<file path="src/rtl/frac_lo_word.sv">
module frac_lo_word #(
    parameter int unsigned HALF_W = 8,
    parameter logic [HALF_W-1:0] LOW_STEP = '0
) (
    input  logic              clk,
    input  logic              rst,
    output logic              carry_o,
    output logic [HALF_W-1:0] dly_o
);
    typedef struct packed {
        logic [HALF_W-1:0] word;
        logic              carry;
        logic [HALF_W-1:0] dly;
    } lo_state_t;

    lo_state_t st_d, st_q;
    logic [HALF_W:0] sum_d;

    always_comb begin
        sum_d       = {1'b0, st_q.word} + {1'b0, LOW_STEP};
        st_d.word   = sum_d[HALF_W-1:0];
        st_d.carry  = sum_d[HALF_W];
        st_d.dly    = st_q.word;
    end

    always_ff @(posedge clk) begin
        if (rst) st_q <= '0;
        else     st_q <= st_d;
    end

    assign carry_o = st_q.carry;
    assign dly_o   = st_q.dly;
endmodule

</file>
<file path="src/rtl/frac_hi_word.sv">
module frac_hi_word #(
    parameter int unsigned HALF_W = 8,
    parameter logic [HALF_W-1:0] HIGH_STEP = '0
) (
    input  logic              clk,
    input  logic              rst,
    input  logic              carry_i,
    output logic [HALF_W-1:0] word_o,
    output logic              stb_o
);
    typedef struct packed {
        logic [HALF_W-1:0] word;
        logic              primed;
        logic              stb;
    } hi_state_t;

    hi_state_t st_d, st_q;
    logic [HALF_W:0] sum_d;
    logic [HALF_W-1:0] add_d;

    always_comb begin
        // The upper word starts one cycle late so it lines up with the delayed lower word.
        add_d        = st_q.primed ? HIGH_STEP : '0;
        sum_d        = {1'b0, st_q.word} + {1'b0, add_d} + {{HALF_W{1'b0}}, carry_i};
        st_d.word    = sum_d[HALF_W-1:0];
        st_d.stb     = sum_d[HALF_W];
        st_d.primed  = 1'b1;
    end

    always_ff @(posedge clk) begin
        if (rst) st_q <= '0;
        else     st_q <= st_d;
    end

    assign word_o = st_q.word;
    assign stb_o  = st_q.stb;
endmodule

</file>
<file path="src/rtl/frac_strobe_gen.sv">
module frac_strobe_gen #(
    parameter int unsigned HALF_W = 8,
    parameter logic [HALF_W-1:0] LOW_STEP  = 8'h7d,
    parameter logic [HALF_W-1:0] HIGH_STEP = 8'h51
) (
    input  logic                  clk,
    input  logic                  rst,
    output logic                  stb_o,
    output logic [2*HALF_W-1:0]   count_o,
    output logic                  clk_div_o
);
    localparam int unsigned W = 2 * HALF_W;

    logic              lo_carry_w;
    logic [HALF_W-1:0] lo_dly_w;
    logic [HALF_W-1:0] hi_word_w;

    frac_lo_word #(.HALF_W(HALF_W), .LOW_STEP(LOW_STEP)) lo_i (
        .clk(clk), .rst(rst), .carry_o(lo_carry_w), .dly_o(lo_dly_w)
    );

    frac_hi_word #(.HALF_W(HALF_W), .HIGH_STEP(HIGH_STEP)) hi_i (
        .clk(clk), .rst(rst), .carry_i(lo_carry_w), .word_o(hi_word_w), .stb_o(stb_o)
    );

    assign count_o   = {hi_word_w, lo_dly_w};
    assign clk_div_o = count_o[W-1];
endmodule

</file>
<file path="config.mk">
export PLATFORM = sky130hd
export DESIGN_NAME = frac_strobe_gen
export DESIGN_NICKNAME = d
export VERILOG_FILES = /design/src/rtl/frac_lo_word.sv /design/src/rtl/frac_hi_word.sv /design/src/rtl/frac_strobe_gen.sv
export SDC_FILE = /design/constraint.sdc
export NUM_CORES = 1
export LEC_CHECK = 0
export BUFFER_PORTS_ARGS = -buffer_cell sky130_fd_sc_hd__buf_2
export CAP_MARGIN = 10
export CORE_UTILIZATION = 52
export CTS_CLUSTER_SIZE = 40
export DETAILED_ROUTE_END_ITERATION = 10
export MAX_ROUTING_LAYER = met4
export PLACE_DENSITY = 0.74
export SKIP_LAST_GASP = 1
export SLEW_MARGIN = 20
export SYNTH_ARGS = -nofsm -noshare
export SYNTH_HDL_FRONTEND = slang
export SYNTH_SLANG_ARGS = --single-unit
</file>
<file path="constraint.sdc">
create_clock -name clk -period 2 [get_ports clk]
set_input_delay 0.1 -clock clk [delete_from_list [all_inputs] [get_ports clk]]
set_output_delay 0.1 -clock clk [all_outputs]
set_load 0.02 [all_outputs]
</file>
==> metrics.md, run 1 <==
| Metric | Value |
|---|---|
| Worst-Skew Late Latency | 0.33 ns |
| Crit-path cells | inv_1, fa_1, nand4b_1, o31ai_1, mux2_2 |
| Library cells used by synthesis | 28 |
| Starting DRT DRC Count | 6 |
| Crit path max fanout | 3 |
| Clk root buf | clkbuf_4 |
| Final WL | 1.79 mm |
| Synth Register Bits | 27 |
| Residual DRC | 0 |
| Simple-Gate Fraction of Synth Area | 17.9% |
| Post-detail-place hpwl | 1.18 mm |
| Final Cycle Share | 95.5% |
| Die area | 2120 um2 |
| Vias in the first global route | 664 |
| Fin cells | 143 |
| Routability cong. | 0.755 |
| Top Layer Used | met4 |
| Net Count, Synth | 106 |
| First drt pass iteration count | 4 |
| Largest net degree at the start of global routing | 28 |
| GRT Resource Usage Total | 19.9% |
| RSZ-0062 raised after global routing | false |
| Yosys top cell area share | 53.5% |
| Total of max-cap violations | 0 |
| Seq/Total Area, Yosys | 53.5% |
| Synthesis Warnings | 0 |
| Initial antenna violation count | 0 |
| Crit path kind | reg -> reg |
| Placed Cells | 139 |
| Total clock sinks | 27 |
| Vias | 716 |
| Pwr Density | 1060 nW/um2 |
| Post-synthesis mux area share | 3.34% |
| Setup TNS | 0 ns |
| Synth area leaders | dfxtp_1 53%, nor2b_1 6.8%, nor2_1 5.2% |
| Proportion of layout cells with a drive suffix above 1 | 26.3% |
| H-tree Lvls | 1 |
| Xor and xnor area share after synthesis | 6.06% |
| Max incr delay on CP | 0.42 ns |
| Crit path max-delay family | adder cells |
| Final Skew | 0.00246 ns |
| Pins Over Slew Limit | 0 |
| PortBufs | 19 |
| Avg WL per Cell | 12.5 um |
| Peak VDD IR | 625 uV |
| Mapped Avg Cell Area | 10.2 um2 |
| GRT Residual Overflow | 0 |
| DRT met1 WL | 857 um |
| Die Width | 46.1 um |
| Most common cell after layout, fill and taps aside | dfxtp_1 |
| Final setup vio count | 0 |
| Io pins | 20 |
| Hold-fix buffers, CTS | 0 |
| Status | complete, no violations |
| Area grow syn2layout | 15.1% |
| CORE AREA | 1780 um2 |
| R2R Setup Slk | 0.09 ns |
| Clock-pin slew on the worst setup and hold paths | 0.14 ns |
| Main combinational cell family by area after synthesis | simple AND/OR/NAND/NOR gates |
| F_max | 523 MHz |
| WP data arrival | 2.15 ns |
| Vias per cell | 5.01 |
| NumNets Final | 126 |
| CP Launch Type | flop |
| Biggest area consumer among synthesized cells | dfxtp_1 |
| CP endpoint kind | flop |
| Synthesized area | 1010 um2 |
| Diode count | 0 |
| First-pass GRT wire length | 2.77 mm |
| Metal3 WL | 55 um |
| Synth Area in Compound Gates | 7.80% |
| Die height | 46.1 um |
| Post-layout min period | 1.91 ns |
| Detail Route Antenna Nets | 0 |
| CP max stage cell | fa_1 |
| CTS tree | yes |
| Post-synthesis adder-cell area fraction | 6.93% |
| Data required time of the critical path | 2.24 ns |
| Slew of the pin with the lowest slew margin | 0.526 ns |
| Rows | 15 |
| Most frequent cells in the layout | 26 x dfxtp_1, 19 x buf_2, 14 x nor2_1 |
| LEAKAGE | 0.518 nW |
| Cts bufs inserted | 3 |
| Clock Path Buffers | 2 |
| Hold Violations, Final | 0 |
| Worst min path class | in -> reg |
| Worst path bufs/invs | 1 |
| Initial core utilization | 56.7% |
| Synth Instances | 99 |
| Max-slew headroom | 64.0% |
| Routed met2 length | 804 um |
==> state kept, by name (all words and copies together), names as in the netlist <==
name	count
hi_i.word_o	8
lo_i.dly_o	8
hi_i.st_q	1
hi_i.stb_o	1
lo_i.st_d	8
lo_i.carry_o	1
==> synth_stat cells <==
cell type / n
a41oi_1: 1
mux2_2: 3
and2_1: 1
nor3_1: 1
ha_1: 4
o21bai_1: 1
nand2_1: 1
nor2b_1: 11
a211oi_1: 1
buf_4: 1
nand3b_1: 1
a21oi_1: 3
o21a_1: 1
clkbuf_1: 3
a2111oi_0: 1
fa_1: 1
nor2_1: 14
dfxtp_1: 27
or3_1: 2
a31oi_1: 1
o31ai_1: 1
xor2_1: 2
xnor2_1: 5
nand3_1: 1
o21ai_0: 2
or4_4: 1
nand4b_1: 1
inv_1: 7
==> per-layer routing <==
metal | vias up | GRT usage, %
met5 | - | -
met4 | 0 | 17.6
met3 | 9 | 4.71
li1 | 363 | -
met1 | 325 | 25.4
met2 | 19 | 25.6
==> report_power, final <==
group | total (mW) | switching [mW] | internal, mW
logic | 0.308 | 0.167 | 0.141
clock network | 0.243 | 0.166 | 0.0768
registers | 0.681 | 0.0588 | 0.622
total | 1.23 | 0.391 | 0.840
==> layout make-up <==
class | count | area, um2
inverter | 7 | 26.3
timing repair buffer | 19 | 95.1
clock inverter | 1 | 7.51
multi-input combinational | 61 | 439
tap | 25 | 31.3
fill | 149 | 619
sequential | 27 | 542
clock buffer | 3 | 22.5
==> cell families (layout without fill, tap and decap cells) <==
kind of cell             after synthesis  in the layout
AO/OA/AOI/OAI                         12             12
XOR/XNOR                               7              7
adder cells (fa/ha/maj)                5              5
buffers and inverters                 11             30
flip-flops                            27             27
multiplexers                           3              3
AND/OR/NAND/NOR                       34             34
==> per-stage QoR <==
stage          area [um2]  utilization [%]  worst slack [ns]  total power, mW  hold WS [ns]
4_1_cts              1150             64.4             0.111             1.23         0.137
3_3_place_gp         1120             62.7             0.194            0.977         0.479
5_1_grt              1160             65.3           0.00623             1.31         0.173
2_1_floorplan        1010                -             0.144            0.909         0.399
3_5_place_dp         1120             62.7             0.157            0.993         0.480
6_report             1160             65.3            0.0892             1.23         0.136
==> path summary, 6_finish.rpt <==
path | from | endpoint | cells past startpoint
max | hi_i.st_q[1] | hi_i.word_o[7] | 5
min | rst | hi_i.st_q[1] | 2
max reg2reg | hi_i.st_q[1] | hi_i.word_o[7] | 5
min reg2reg | lo_i.st_d[7] | lo_i.dly_o[7] | 1
==> what timing repair did <==
| action | CTS | global route |
|---|---|---|
| resized for setup | 0 | 4 |
| setup endpoints to repair | 0 | 2 |
| buffers inserted | 0 | 0 |
(Power assumes the default switching activity.)
==> run 2, diff against run 1 <==
Settings changed: CORE_UTILIZATION 52 to 56, PLACE_DENSITY 0.74 to 0.79.
Clock period 2 ns to 2.2 ns, I/O delays scaled along.
==> metrics.md, run 2 (synthesis gave the netlist of run 1 again) <==
| Metric | Value |
|---|---|
| Status | complete, no violations |
| Final setup vio count | 0 |
| F_max | 522 MHz |
| Io pins | 20 |
| CP max stage cell | fa_1 |
| Clk root buf | clkbuf_4 |
| Routed met2 length | 728 um |
| First-pass GRT wire length | 2.63 mm |
| Worst path most repeated cell | inv_1 |
| Most frequent cells in the layout | 27 x dfxtp_1, 19 x buf_2, 14 x nor2_1 |
| Diode count | 0 |
| Starting DRT DRC Count | 18 |
| Top Layer Used | met4 |
| Resized Gates After CTS | 0 |
| Worst Hold Path EP | hi_i.st_q[1] |
| Worst-Skew Late Latency | 0.32 ns |
| Post-detail-place hpwl | 1.16 mm |
| GRT Resource Usage Total | 19.3% |
| Total of max-cap violations | 0 |
| Hold Violations, Final | 0 |
| Avg WL per Cell | 11.2 um |
| Detail Route Antenna Nets | 0 |
| Vias | 704 |
| Max-slew headroom | 64.7% |
| Proportion of layout cells with a drive suffix above 1 | 22.9% |
| Vias in the first global route | 615 |
| Crit path max fanout | 3 |
| Final WL | 1.59 mm |
| Pwr Density | 963 nW/um2 |
| Initial antenna violation count | 0 |
| Final Cycle Share | 87.0% |
| Die Width | 44.5 um |
| Cts bufs inserted | 3 |
| NumNets Final | 126 |
| Dpl ws | 0.323 ns |
| Largest net degree at the start of global routing | 28 |
| Final Skew | 0.00196 ns |
| R2R cell count | 7 |
| Worst setup margin | 0.286 ns |
| Worst path bufs/invs | 2 |
| Hold slack | 0.146 ns |
| Initial core utilization | 63.4% |
| RSZ-0062 raised after global routing | false |
| Die area | 1980 um2 |
| GRT Residual Overflow | 0 |
| Crit path kind | reg -> reg |
| Total clock sinks | 27 |
| Hold path start | rst |
| Util after Layout | 72.0% |
| Most common cell after layout, fill and taps aside | dfxtp_1 |
| Rows | 14 |
| Clock-pin slew on the worst setup and hold paths | 0.14 ns |
| Data required time of the critical path | 2.46 ns |
| Crit path max-delay family | adder cells |
| Vias per cell | 4.96 |
| DRT met1 WL | 770 um |
| Post-CTS setup buffer count | 0 |
| Peak VDD IR | 576 uV |
| Metal3 WL | 53 um |
| Worst hold path cell count | 2 |
| Clock Path Buffers | 2 |
| Reg2Reg Launch Point | hi_i.st_q[1] |
| R2R Setup Slk | 0.29 ns |
| CORE AREA | 1590 um2 |
| LEAKAGE | 0.520 nW |
| PortBufs | 19 |
| Slew of the pin with the lowest slew margin | 0.517 ns |
| Worst r2r dst | hi_i.word_o[6] |
| Area grow syn2layout | 13.5% |
| Setup TNS | 0 ns |
| Die height | 44.5 um |
| CP endpoint kind | flop |
| Crit-path cells | inv_1, fa_1, inv_1, ha_1, a41oi_1, or3_1, a21oi_1 |
| CTS tree | yes |
| Worst min path class | in -> reg |
| Max incr delay on CP | 0.42 ns |
| H-tree Lvls | 1 |
| Post-layout min period | 1.91 ns |
| Pins Over Slew Limit | 0 |
| CP Launch Type | flop |
| WP data arrival | 2.18 ns |
| Hold-fix buffers, CTS | 0 |
| Residual DRC | 0 |
| Routability cong. | 0.881 |
| First drt pass iteration count | 4 |
==> run 2: cell count changes in the layout (fill, tap and decap cells not counted) <==
cell / previous run / this run
a21oi_2: 1 / 0
ha_1: 3 / 4
ha_2: 1 / 0
a41oi_2: 1 / 0
a41oi_1: 0 / 1
a21oi_1: 2 / 3
dfxtp_1: 26 / 27
dfxtp_2: 1 / 0
==> run 2: worst register-to-register path: stages, from the launching register on <==
cell	delay, ns
dfxtp_1	0.39
inv_1	0.07
fa_1	0.42
inv_1	0.08
ha_1	0.21
a41oi_1	0.19
or3_1	0.35
a21oi_1	0.15
==> run 2: report_power, final <==
group          total [mW]  switching, mW  internal (mW)
sequential          0.615         0.0507          0.564
combinational       0.275          0.149          0.127
clock               0.214          0.145         0.0695
total                1.10          0.344          0.761
==> run 2: how the worst max path moves through the flow <==
stage                     endpoint  depth (start not counted)  slack, ns            from
floorplan           hi_i.word_o[7]                          5       0.34  hi_i.word_o[0]
global placement    hi_i.word_o[7]                          5       0.40    hi_i.st_q[1]
detailed placement  hi_i.word_o[6]                          7       0.32    hi_i.st_q[1]
CTS                 hi_i.word_o[6]                          7       0.29    hi_i.st_q[1]
global route        hi_i.word_o[6]                          7       0.20    hi_i.st_q[1]
finish              hi_i.word_o[6]                          7       0.29    hi_i.st_q[1]
==> run 2: metal layers <==
metal | vias up | global-route usage (%)
li1 | 362 | -
met1 | 317 | 24.6
met2 | 21 | 28.5
met3 | 4 | 2.45
met4 | 0 | 12.7
met5 | - | -
==> run 2: through the flow <==
step           instances  instance area [um2]  total power [mW]
2_1_floorplan         99                 1010             0.827
3_3_place_gp         138                 1120             0.890
3_5_place_dp         138                 1120             0.904
4_1_cts              142                 1150              1.12
5_1_grt              142                 1150              1.17
6_report             142                 1150              1.10
==> run 2: area by class of cell <==
type                    instances  area (um2)
flip-flops and latches         27         541
fillers                       136         447
multi-input cells              61         425
repair buffers                 19        95.1
well taps                      24        30.0
inverters                       7        26.3
clock buffers                   3        22.5
clock inverters                 1        7.51
==> run 3, diff against run 2 <==
Settings changed: BUFFER_PORTS_ARGS -buffer_cell sky130_fd_sc_hd__buf_2 to not set, CORE_MARGIN set to 2, CORE_UTILIZATION 56 to 60, CTS_BUF_LIST set to sky130_fd_sc_hd__clkbuf_2 sky130_fd_sc_hd__clkbuf_4 sky130_fd_sc_hd__clkbuf_8, DONT_BUFFER_PORTS set to 1, PLACE_DENSITY 0.79 to 0.74.
==> metrics.md, run 3 (synthesis gave the netlist of run 1 again) <==
| Metric | Value |
|---|---|
| Data required time of the critical path | 2.45 ns |
| Max-slew headroom | 44.0% |
| Vias in the first global route | 518 |
| Rows | 14 |
| P_sw | 0.323 mW |
| GRT Residual Overflow | 0 |
| First drt pass iteration count | 3 |
| Crit-path cells | inv_1, fa_1, inv_1, ha_1, a41oi_1, or3_1, a21oi_1 |
| Clk root buf | clkbuf_4 |
| Starting DRT DRC Count | 9 |
| NumNets Final | 109 |
| Resized Gates After CTS | 0 |
| First-pass GRT wire length | 2.29 mm |
| Largest net degree at the start of global routing | 25 |
| CP endpoint kind | flop |
| Hold path start | rst |
| Final Skew | 0.00398 ns |
| R2R Setup Slk | 0.33 ns |
| Cts bufs inserted | 3 |
| Initial core utilization | 65.6% |
| Residual DRC | 0 |
| Vias | 636 |
| Worst path most repeated cell | inv_1 |
| Peak VDD IR | 645 uV |
| Final Cycle Share | 85.1% |
| Worst min path class | in -> reg |
| Slew of the pin with the lowest slew margin | 0.837 ns |
| Die height | 45.1 um |
| Vias per cell | 5.44 |
| Clock Path Buffers | 2 |
| Initial antenna violation count | 0 |
| # fillers | 121 |
| Most common cell after layout, fill and taps aside | dfxtp_1 |
| Post-layout min period | 1.87 ns |
| CTS tree | yes |
| Die area | 2030 um2 |
| Worst-Skew Late Latency | 0.32 ns |
| H-tree Lvls | 1 |
| Pwr Density | 1010 nW/um2 |
| Crit path kind | reg -> reg |
| Flop pwr share | 62.4% |
| Detail Route Antenna Nets | 0 |
| CORE AREA | 1540 um2 |
| Hold slack | 0.0115 ns |
| Combinational cell fraction of total power | 18.3% |
| Proportion of layout cells with a drive suffix above 1 | 8.91% |
| Internal cell power | 0.739 mW |
| Util after Layout | 68.6% |
| Crit path max fanout | 3 |
| Post-DP Area | 1020 um2 |
| Max incr delay on CP | 0.41 ns |
| PortBufs | 0 |
| LEAKAGE | 0.435 nW |
| CP startpoint | hi_i.st_q[1] |
| RSZ-0062 raised after global routing | false |
| Clock-pin slew on the worst setup and hold paths | 0.14 ns |
| Hold-fix buffers, CTS | 1 |
| Most frequent cells in the layout | 27 x dfxtp_1, 14 x nor2_1, 11 x nor2b_1 |
| F_max | 534 MHz |
| Final WL | 1.47 mm |
| Reg2Reg Launch Point | hi_i.st_q[1] |
| Die Width | 45.1 um |
| Setup TNS | 0 ns |
| Post-detail-place hpwl | 1.02 mm |
| Routability cong. | 0.792 |
| CP max stage cell | fa_1 |
| Area grow syn2layout | 4.58% |
| Io pins | 20 |
| Total clock sinks | 27 |
| Status | complete, no violations |
| Post-Layout Inst Area | 1060 um2 |
| WP data arrival | 2.12 ns |
| Total of max-cap violations | 0 |
| CP Launch Type | flop |
| Post-CTS setup buffer count | 0 |
| Final setup vio count | 0 |
| GRT Resource Usage Total | 16.6% |
| Clock power share | 19.3% |
| Hold Violations, Final | 0 |
| Diode count | 0 |
| Avg WL per Cell | 12.6 um |
| Switching part of the total power | 30.4% |
| Pins Over Slew Limit | 0 |
==> run 3: layer usage <==
layer	track usage, %	vias to the layer above	wire length, um
met5	-	-	0
met4	10.6	0	41
met3	4.40	5	57
met2	19.7	13	601
met1	24.1	291	771
li1	-	327	-
==> run 3: path summary, 6_finish.rpt <==
check,endpoint,cells after the start
min reg2reg,lo_i.dly_o[7],1
max,hi_i.word_o[6],7
max reg2reg,hi_i.word_o[6],7
min,lo_i.st_d[7],2
==> run 3: power by group through the flow <==
| stage | Sequential [mW] | Combinational [mW] | Clock (mW) |
|---|---|---|---|
| 6_report | 0.663 | 0.195 | 0.205 |
| 3_3_place_gp | 0.673 | 0.185 | 0 |
| 4_1_cts | 0.663 | 0.197 | 0.215 |
| 2_1_floorplan | 0.667 | 0.160 | 0 |
| 5_1_grt | 0.673 | 0.222 | 0.236 |
| 3_5_place_dp | 0.675 | 0.187 | 0 |
==> run 3: cell type report <==
cell class / instances / area, um2 / share of cell area, %
Sequential cell: 27 / 541 / 51.1
Multi-Input combinational cell: 61 / 425 / 40.2
Inverter: 7 / 26.3 / 2.49
Clock buffer: 3 / 22.5 / 2.13
Tap cell: 16 / 20.0 / 1.89
Timing Repair Buffer: 2 / 17.5 / 1.66
Clock inverter: 1 / 5.00 / 0.473
==> run 3: metrics by stage <==
step | setup slack, ns | power [mW] | std cells
global route | 0.188 | 1.13 | 117
global placement | 0.373 | 0.858 | 112
detailed placement | 0.343 | 0.862 | 112
finish | 0.329 | 1.06 | 117
CTS | 0.324 | 1.07 | 117
floorplan | 0.344 | 0.827 | 99
==> run 3: critical path: cells and delay by family, from the launching register on <==
kind	cells	cell delay [ns]
and+or+nand+nor	1	0.34
adders and majority gates	2	0.60
AOI/OAI and AO/OA	2	0.33
buffers and inverters	2	0.14
DFF	1	0.39
